File: src/rtl/rxtag_pkg.sv
package rxtag_pkg;
   typedef enum logic [1:0] {
      TAG_MID      = 2'b00,
      TAG_FIRST    = 2'b01,
      TAG_LAST_OK  = 2'b10,
      TAG_LAST_BAD = 2'b11
   } tag_t;

   typedef enum logic [1:0] {
      FILL_EMPTY = 2'b00,
      FILL_LOW   = 2'b01,
      FILL_OVF   = 2'b10,
      FILL_HIGH  = 2'b11
   } fill_t;

   function automatic tag_t make_tag(input logic first, input logic last, input logic bad);
      return last ? tag_t'({1'b1, bad}) : tag_t'({1'b0, first});
   endfunction
endpackage

File: src/rtl/rxtag_store.sv
module rxtag_store #(
   parameter int DEPTH  = 19,
   parameter int DATA_W = 8,
   localparam int PW = (DEPTH > 1) ? $clog2(DEPTH) : 1,
   localparam int CW = $clog2(DEPTH + 1)
) (
   input  logic              clk,
   input  logic              rst_n,
   input  logic              push,
   input  logic [DATA_W+1:0] push_word,
   input  logic              pop,
   output logic [DATA_W+1:0] head_word,
   output logic [CW-1:0]     count,
   output logic              full,
   output logic              empty
);
   localparam logic [CW-1:0] DEPTH_C = CW'(DEPTH);
   localparam logic [PW-1:0] LAST_P  = PW'(DEPTH - 1);

   logic [DATA_W+1:0] mem [DEPTH];
   logic [PW-1:0]     wp, rp, wp_nx, rp_nx;
   logic              do_push, do_pop;

   assign full    = (count == DEPTH_C);
   assign empty   = (count == '0);
   assign do_push = push && !full;
   assign do_pop  = pop && !empty;

   generate
      if (DEPTH == (1 << PW)) begin : g_pow2
         assign wp_nx = wp + 1'b1;
         assign rp_nx = rp + 1'b1;
      end else begin : g_wrap
         assign wp_nx = (wp == LAST_P) ? '0 : wp + 1'b1;
         assign rp_nx = (rp == LAST_P) ? '0 : rp + 1'b1;
      end
   endgenerate

   always_ff @(posedge clk) begin
      if (do_push) mem[wp] <= push_word;
   end

   always_ff @(posedge clk) begin
      if (!rst_n) begin
         wp    <= '0;
         rp    <= '0;
         count <= '0;
      end else begin
         if (do_push) wp <= wp_nx;
         if (do_pop)  rp <= rp_nx;
         case ({do_push, do_pop})
            2'b10:   count <= count + 1'b1;
            2'b01:   count <= count - 1'b1;
            default: count <= count;
         endcase
      end
   end

   assign head_word = mem[rp];
endmodule

File: src/rtl/rxtag_ovf.sv
module rxtag_ovf (
   input  logic clk,
   input  logic rst_n,
   input  logic wr_valid,
   input  logic full,
   input  logic flag_seen,
   output logic rx_en,
   output logic ovf
);
   logic hit;
   assign hit = wr_valid && rx_en && full;

   always_ff @(posedge clk) begin
      if (!rst_n) begin
         rx_en <= 1'b1;
         ovf   <= 1'b0;
      end else begin
         if (hit)            rx_en <= 1'b0;
         else if (flag_seen) rx_en <= 1'b1;

         if (hit)                    ovf <= 1'b1;
         else if (rx_en && !full)    ovf <= 1'b0;
      end
   end
endmodule

File: src/rtl/rxtag_level.sv
module rxtag_level
   import rxtag_pkg::*;
#(
   parameter int DEPTH    = 19,
   parameter int THR_HIGH = 15,
   parameter int THR_LOW  = 5,
   localparam int CW = $clog2(DEPTH + 1)
) (
   input  logic          clk,
   input  logic          rst_n,
   input  logic [CW-1:0] count,
   input  logic          ovf,
   input  logic          low_thr,
   input  logic          ien_wr,
   input  logic          ien_din,
   input  logic          stat_rd,
   output fill_t         code,
   output logic          ien,
   output logic          irq
);
   localparam logic [CW-1:0] HI_C = CW'(THR_HIGH);
   localparam logic [CW-1:0] LO_C = CW'(THR_LOW);

   logic [CW-1:0] thr;
   logic          at_thr, at_q;

   assign thr    = low_thr ? LO_C : HI_C;
   assign at_thr = (count >= thr);

   always_comb begin
      if (ovf)                code = FILL_OVF;
      else if (count == '0)   code = FILL_EMPTY;
      else if (at_thr)        code = FILL_HIGH;
      else                    code = FILL_LOW;
   end

   always_ff @(posedge clk) begin
      if (!rst_n) begin
         ien  <= 1'b0;
         at_q <= 1'b0;
         irq  <= 1'b0;
      end else begin
         if (ien_wr) ien <= ien_din;
         at_q <= at_thr;
         if (ien && at_thr && !at_q) irq <= 1'b1;
         else if (stat_rd)           irq <= 1'b0;
      end
   end
endmodule

File: src/rtl/rxtag_fifo.sv
module rxtag_fifo
   import rxtag_pkg::*;
#(
   parameter int DEPTH    = 19,
   parameter int DATA_W   = 8,
   parameter int THR_HIGH = 15,
   parameter int THR_LOW  = 5,
   localparam int CW = $clog2(DEPTH + 1)
) (
   input  logic              clk,
   input  logic              rst_n,
   input  logic              wr_valid,
   input  logic [DATA_W-1:0] wr_data,
   input  logic              wr_first,
   input  logic              wr_last,
   input  logic              wr_bad,
   input  logic              flag_seen,
   input  logic              rd_pop,
   output logic [DATA_W-1:0] rd_data,
   output logic [1:0]        rd_tag,
   input  logic              low_thr,
   input  logic              ien_wr,
   input  logic              ien_din,
   input  logic              irq_stat_rd,
   output logic [1:0]        fill_code,
   output logic              irq
);
   generate
      if (DEPTH < 2 || THR_LOW < 1 || THR_LOW >= THR_HIGH || THR_HIGH > DEPTH) begin : g_bad_cfg
         $error("rxtag_fifo: need 1 <= THR_LOW < THR_HIGH <= DEPTH, DEPTH >= 2");
      end
      if (DATA_W < 1) begin : g_bad_w
         $error("rxtag_fifo: DATA_W must be positive");
      end
   endgenerate

   logic [DATA_W+1:0] head_word, push_word;
   logic [CW-1:0]     count;
   logic              full, empty, rx_en, ovf, ien;
   fill_t             code;

   assign push_word = {make_tag(wr_first, wr_last, wr_bad), wr_data};

   rxtag_store #(.DEPTH(DEPTH), .DATA_W(DATA_W)) u_store (
      .clk       (clk),
      .rst_n     (rst_n),
      .push      (wr_valid && rx_en),
      .push_word (push_word),
      .pop       (rd_pop),
      .head_word (head_word),
      .count     (count),
      .full      (full),
      .empty     (empty)
   );

   rxtag_ovf u_ovf (
      .clk       (clk),
      .rst_n     (rst_n),
      .wr_valid  (wr_valid),
      .full      (full),
      .flag_seen (flag_seen),
      .rx_en     (rx_en),
      .ovf       (ovf)
   );

   rxtag_level #(.DEPTH(DEPTH), .THR_HIGH(THR_HIGH), .THR_LOW(THR_LOW)) u_level (
      .clk     (clk),
      .rst_n   (rst_n),
      .count   (count),
      .ovf     (ovf),
      .low_thr (low_thr),
      .ien_wr  (ien_wr),
      .ien_din (ien_din),
      .stat_rd (irq_stat_rd),
      .code    (code),
      .ien     (ien),
      .irq     (irq)
   );

   assign rd_data   = head_word[DATA_W-1:0];
   assign rd_tag    = head_word[DATA_W+1:DATA_W];
   assign fill_code = code;

   logic unused_empty;
   assign unused_empty = empty;
endmodule

File: config.mk
export PLATFORM = sky130hd
export DESIGN_NAME = rxtag_fifo
export DESIGN_NICKNAME = d
export VERILOG_FILES = /design/src/rtl/rxtag_pkg.sv /design/src/rtl/rxtag_store.sv /design/src/rtl/rxtag_ovf.sv /design/src/rtl/rxtag_level.sv /design/src/rtl/rxtag_fifo.sv
export SDC_FILE = /design/constraint.sdc
export NUM_CORES = 1
export LEC_CHECK = 0
export ABC_AREA = 1
export BUFFER_PORTS_ARGS = -buffer_cell sky130_fd_sc_hd__buf_2
export CAP_MARGIN = 20
export CORE_MARGIN = 2
export CORE_UTILIZATION = 58
export DETAILED_ROUTE_END_ITERATION = 8
export PLACE_DENSITY = 0.8
export SLEW_MARGIN = 20
export SYNTH_ARGS = -nofsm -noshare
export SYNTH_HDL_FRONTEND = slang
export SYNTH_HIERARCHICAL = 1
export SYNTH_SLANG_ARGS = --single-unit
File: constraint.sdc
create_clock -name clk -period 2.9 [get_ports clk]
set_input_delay 0 -clock clk [delete_from_list [all_inputs] [get_ports clk]]
set_output_delay 0 -clock clk [all_outputs]
set_load 0.005 [all_outputs]
## Word-level counts from Yosys, hierarchy flattened

Memories as Yosys holds them, arrays and structs flattened. A register that Yosys moved wholly into a read port is not among the register bits.
Cells that the tools add are included.

| storage, ports and cells | value |
|---|---|
| bits in registers | 20 |
| memory bits (writable) | 190 |
| bits of input ports | 20 |
| output and inout port bits | 13 |
| word-level logic and storage cells | 52 |
| memories kept | 1 |

Memory list:

| memory | depth | width | read ports | clocked after memory_dff | write ports | line | text |
|---|---|---|---|---|---|---|---|
| u_store.mem | 19 | 10 | 1 | 1 | 1 | rxtag_store.sv:20 | `logic [DATA_W+1:0] mem [DEPTH];` |

| operators by class | value |
|---|---|
| add/subtract/negate cells | 4 |
| order comparisons | 1 |
| equal/unequal tests | 5 |
| mux-type cells | 18 |
| reduce and logical (&&, ||, !) cells | 15 |

Operators with widths:

| cell | count |
|---|---|
| 5-bit 2-to-1 mux | 4 |
| 5-bit by 1-bit adder with 5-bit output, second input constant | 3 |
| 5-bit equality test, second input constant | 3 |
| 5-bit case mux with 2 select lines | 1 |
| 1-bit 2-to-1 mux | 8 |
| 2-bit 2-to-1 mux | 4 |
| 2-bit nonzero test | 4 |
| 1-bit logical AND | 7 |
| 5-bit greater-or-equal comparator | 1 |
| 5-bit zero test | 1 |
| 5-bit by 1-bit subtractor with 5-bit output, second input constant | 1 |
| 4-bit 2-to-1 mux | 1 |
| 1-bit zero test | 3 |
| 2-bit by 1-bit equality test with 1-bit output, second input constant | 1 |
| 2-bit equality test, second input constant | 1 |

## Depth between registers and ports, before layout

| depth | value |
|---|---|
| depth in word-level cells | 5 |
| gate-level depth with buffers | 16 |
| mapped depth without buffers | 16 |

## Hierarchy

Netlist, hierarchy kept.

By module, submodules not included:

| module | times used | cells each | area an instance (um^2) | sequential area each (um^2) |
|---|---|---|---|---|
| rxtag_store | 1 | 912 | 9,246.4 | 6,105.9 |
| rxtag_level | 1 | 33 | 210.2 | 60.1 |
| rxtag_ovf | 1 | 13 | 83.8 | 40.0 |
| rxtag_fifo | 1 | 6 | 22.5 | 0.0 |

## Worst setup path after synthesis

OpenSTA, ideal clock, no wires.

| path | value |
|---|---|
| kind | flip-flop to flip-flop |
| from | reg u_store.count[2] |
| to | mem u_store/mem[15][0] (netlist bit), enable pin |
| library setup time | 404 ps |
| data arrival time | 1,871 ps |
| data required time | 2,496 ps |
| setup slack | 626 ps |
| stages on the path, launching flop included | 7 |
| path buffers | 0 |
| period minus slack after synthesis | 2,274 ps |
| cells stage by stage | dfxtp_1 > nor2_1 > nand2_1 > nor2_4 > nor2_8 > nand2_2 > nor4_1 |

| between the ends | value |
|---|---|
| word-level cells in the longest chain between the ends | 5 |

RTL lines:

| what | line | text |
|---|---|---|
| start, declared | rxtag_store.sv:13 | `output logic [CW-1:0] count,` |
| start signal, assigned | rxtag_store.sv:52 | `2'b10: count <= count + 1'b1;` |
| start signal, assigned | rxtag_store.sv:53 | `2'b01: count <= count - 1'b1;` |
| start signal, assigned | rxtag_store.sv:54 | `default: count <= count;` |
| 5-bit equality test | rxtag_store.sv:24 | `assign full = (count == DEPTH_C);` |
| named net full | rxtag_fifo.sv:39 | `logic full, empty, rx_en, ovf, ien;` |
| 1-bit zero test | rxtag_store.sv:26 | `assign do_push = push && !full;` |
| 1-bit logical AND | rxtag_store.sv:26 |  |
| 1-bit 2-to-1 mux | rxtag_store.sv:40 | `if (do_push) mem[wp] <= push_word;` |
| 1-bit 2-to-1 mux (implied by the code) | rxtag_store.sv:40 |  |
| end, declared | rxtag_store.sv:20 |  |

The timed path passes the listed nets, and every way through them passes these cells.

## Worst setup path in the final report

| path | value |
|---|---|
| from | reg u_store.count[2] |
| to | reg u_store.count[4] |

| between the ends | value |
|---|---|
| word-level cells in the longest chain between the ends | 5 |
| elaborated cells on any way between the ends | 12 |
| those cells by class | add/sub (2); eq/ne (3); mux (1); reduce/logical (6) |

RTL lines:

| what | line | text |
|---|---|---|
| 5-bit equality test (*) | rxtag_store.sv:24 |  |
| named net full | rxtag_fifo.sv:39 |  |
| 1-bit zero test (*) | rxtag_store.sv:26 |  |
| 1-bit logical AND (*) | rxtag_store.sv:26 |  |
| 2-bit by 1-bit equality test with 1-bit output or 2-bit equality test (tied branches) | rxtag_store.sv:51 | `case ({do_push, do_pop})` |
| 5-bit case mux with 2 select lines or 2-bit nonzero test (tied branches) | -- |  |

The timed path passes the listed nets; every way through them passes the cells marked *.
A chain may end at the register's enable or synchronous reset.

==> results.md <==
- I/O Pins: 33
- Worst Setup Path Type: register to register
- R2r endpoint: u_store/count[4]
- CTS H-tree depth: 1
- Area grow syn2layout: 12.71%
- Slowest cell on crit path: dfxtp_1
- Die outline height: 132.4 um
- Pwr dens: 781.4 nW/um^2
- RSZ-0062 raised after global routing: no
- CP arrival: 2830 ps
- Placed cell count: 1190
- WHS Endpoint: u_store/mem[18][2]
- Maximum buffer depth of the clock tree: 3
- Crit-path cells: nor2_1 -> nand2_1 -> nor2_4 -> nor2_8 -> clkinv_2 -> ha_1 -> xor2_1 -> ha_1 -> inv_1 -> nand2_1 -> nand3_1 -> nand2_1 -> nand2_1 -> nand2_1 -> o21ai_0 -> inv_1
- Fin util: 0.6734
- CP top delay family: simple AND/OR/NAND/NOR gates
- Setup-failing EPs final: 0
- Final cell count without fillers: 1246
- Worst Slack Setup Final: 462.1 ps
- Via count of the first global-routing pass: 6564
- Number of fill cells in the layout: 1174
- Worst Setup Start Kind: register
- Run status: finished, final reports clean
- Syn nets: 995
- Worst skew pair latency: 500 ps
- Share of post-route cells with drive strength above 1: 0.08835
- Setup repair bufs after CTS: 0
- VDD IR-drop max: 0.0005214 V
- Antenna violations before repair: 0
- Clock period minus worst slack: 2438 ps
- FF-to-FF path depth: 16
- Antenna diode instance count: 0
- CP dominant cell by count: nand2_1
- Reported leakage power: 4.613 nW
- Die X: 132.4 um
- Source of the worst hold timing path: wr_data[2]
- WHS Path Cells: 1
- Period Utilization, post-route: 0.8407
- Pre-CTS setup slack: 541.2 ps
- Via-to-Cell Ratio: 5.409
- Global-route wire length before repair: 33.30 mm
- WP buf/inv: 3
- Residual DRC: 0
- CORE AREA: 16000 sq um
- Dpl hpwl: 12.74 mm
- WL final: 21.33 mm
- TritonCTS clock tree: done
- Min-Delay Path Class: input port to register
- TNS Setup: 0 ps
- Syn Inst Count: 963
- DR pass1 iterations: 7
- Overall Global Routing Usage: 0.2444
- Max Freq: 410.2 MHz
- RD Place Congestion: 0.8708
- Pin count of the biggest net entering global routing: 91
- Reg clk slew, reported paths: 60 ps
- Starting Density: 0.5974
- RR Startpoint: u_store/count[2]
- TritonCTS sink count: 215
- DR vias: 6739
- Clock skew: 8.461 ps
- Post-CTS sizing: 0
- Count of hold buffers inserted by post-cts repair: 18
- Synth warn: 6
- Synth Cell Area: 9559 sq um
- Clk root buf: clkbuf_16
- CP endpoint kind: register
- PortBufs: 32
- Die area: 17520 sq um
- CP required: 3290 ps
- Tightest Pin Transition: 892.0 ps
- Relative slew slack: 0.4044
- Syn_area_per_cell: 9.926 sq um
- Max_cap viols: 0
- CTS Buf Count: 22
- Row count: 46
- NumNets Final: 1048
- Drt wl/cell: 17.11 um
- GRT overflow: 0
- Post-DRT Antenna Nets: 0
- Hold Fails Final Rpt: 0
- Final Max Tran Viols: 0
- Worst path max stage delay: 440 ps
- R2R Setup Slk: 460 ps
- Crit Path Max Fanout: 9
- Initial DRC count: 650
[state kept, by name, summed over array words and instances, names as in the netlist, named ones only]
name / count
u_level/ien: 1
u_ovf/ovf: 1
u_store/rp: 5
u_store/count: 5
u_ovf/rx_en: 1
u_level/irq: 1
u_level/at_q: 1
u_store/wp: 5
u_store/mem: 190
[routing by layer]
layer	vias up	GRT usage	share of wire
met5	-	0	0
met4	0	0.1296	0.047
met1	3149	0.3101	0.39
met2	296	0.4027	0.48
met3	68	0.04421	0.078
li1	3226	-	-
[metrics by stage]
step           hold slack, ps  cell area, sq um  total power, mW
2_1_floorplan           68.71              9559            5.076
3_3_place_gp            238.7              9896            5.674
3_5_place_dp            239.6              9896            5.701
4_1_cts                 8.194             10770            8.433
5_1_grt                 12.64             10770            8.807
6_report                5.075             10770            8.419
[where the power goes]
group          internal (mW)  switching, mW  total, mW
Clock                   1.64           1.07       2.71
Sequential              3.48         0.0995       3.58
Combinational          0.630           1.50       2.13
[placed cells by master (no fill, tap or decap), types with 2 or more instances in the layout]
cell type / instances
nand2_2: 4
inv_2: 2
nor2_1: 38
edfxtp_1: 190
nand4_1: 5
clkinv_1: 7
ha_1: 12
buf_2: 32
buf_4: 17
clkbuf_16: 23
inv_1: 154
o21bai_1: 2
nor3_1: 2
clkbuf_1: 5
dlygate4sd3_1: 18
xor2_1: 5
a21oi_1: 11
o21ai_0: 8
clkinv_2: 4
nand3_1: 146
dfxtp_1: 24
nand2_1: 298
bufinv_16: 2
o211ai_1: 10
[worst max path at each step]
stage | start | to | slack (ps) | cells past startpoint
2_1_floorplan | u_store/count[2] | u_store/mem[15][0] | 630 | 6
3_3_place_gp | u_store/count[2] | u_store/count[4] | 580 | 16
3_5_place_dp | u_store/count[2] | u_store/count[4] | 540 | 16
4_1_cts | u_store/count[2] | u_store/count[4] | 490 | 16
5_1_grt | u_store/count[2] | u_store/count[4] | 230 | 16
6_report | u_store/count[2] | u_store/count[4] | 460 | 16
[area by class of cell]
class                   instances  area (sq um)  area share
clock inverters                 9         90.09    0.008361
flip-flops and latches        215          6207      0.5761
inverters                     161         610.6     0.05667
clock buffers                  29         608.1     0.05644
repair buffers                 67         467.9     0.04343
multi-input cells             549          2520      0.2339
well taps                     216         270.3     0.02508
No activity file was read; power rests on OpenSTA's default activity.
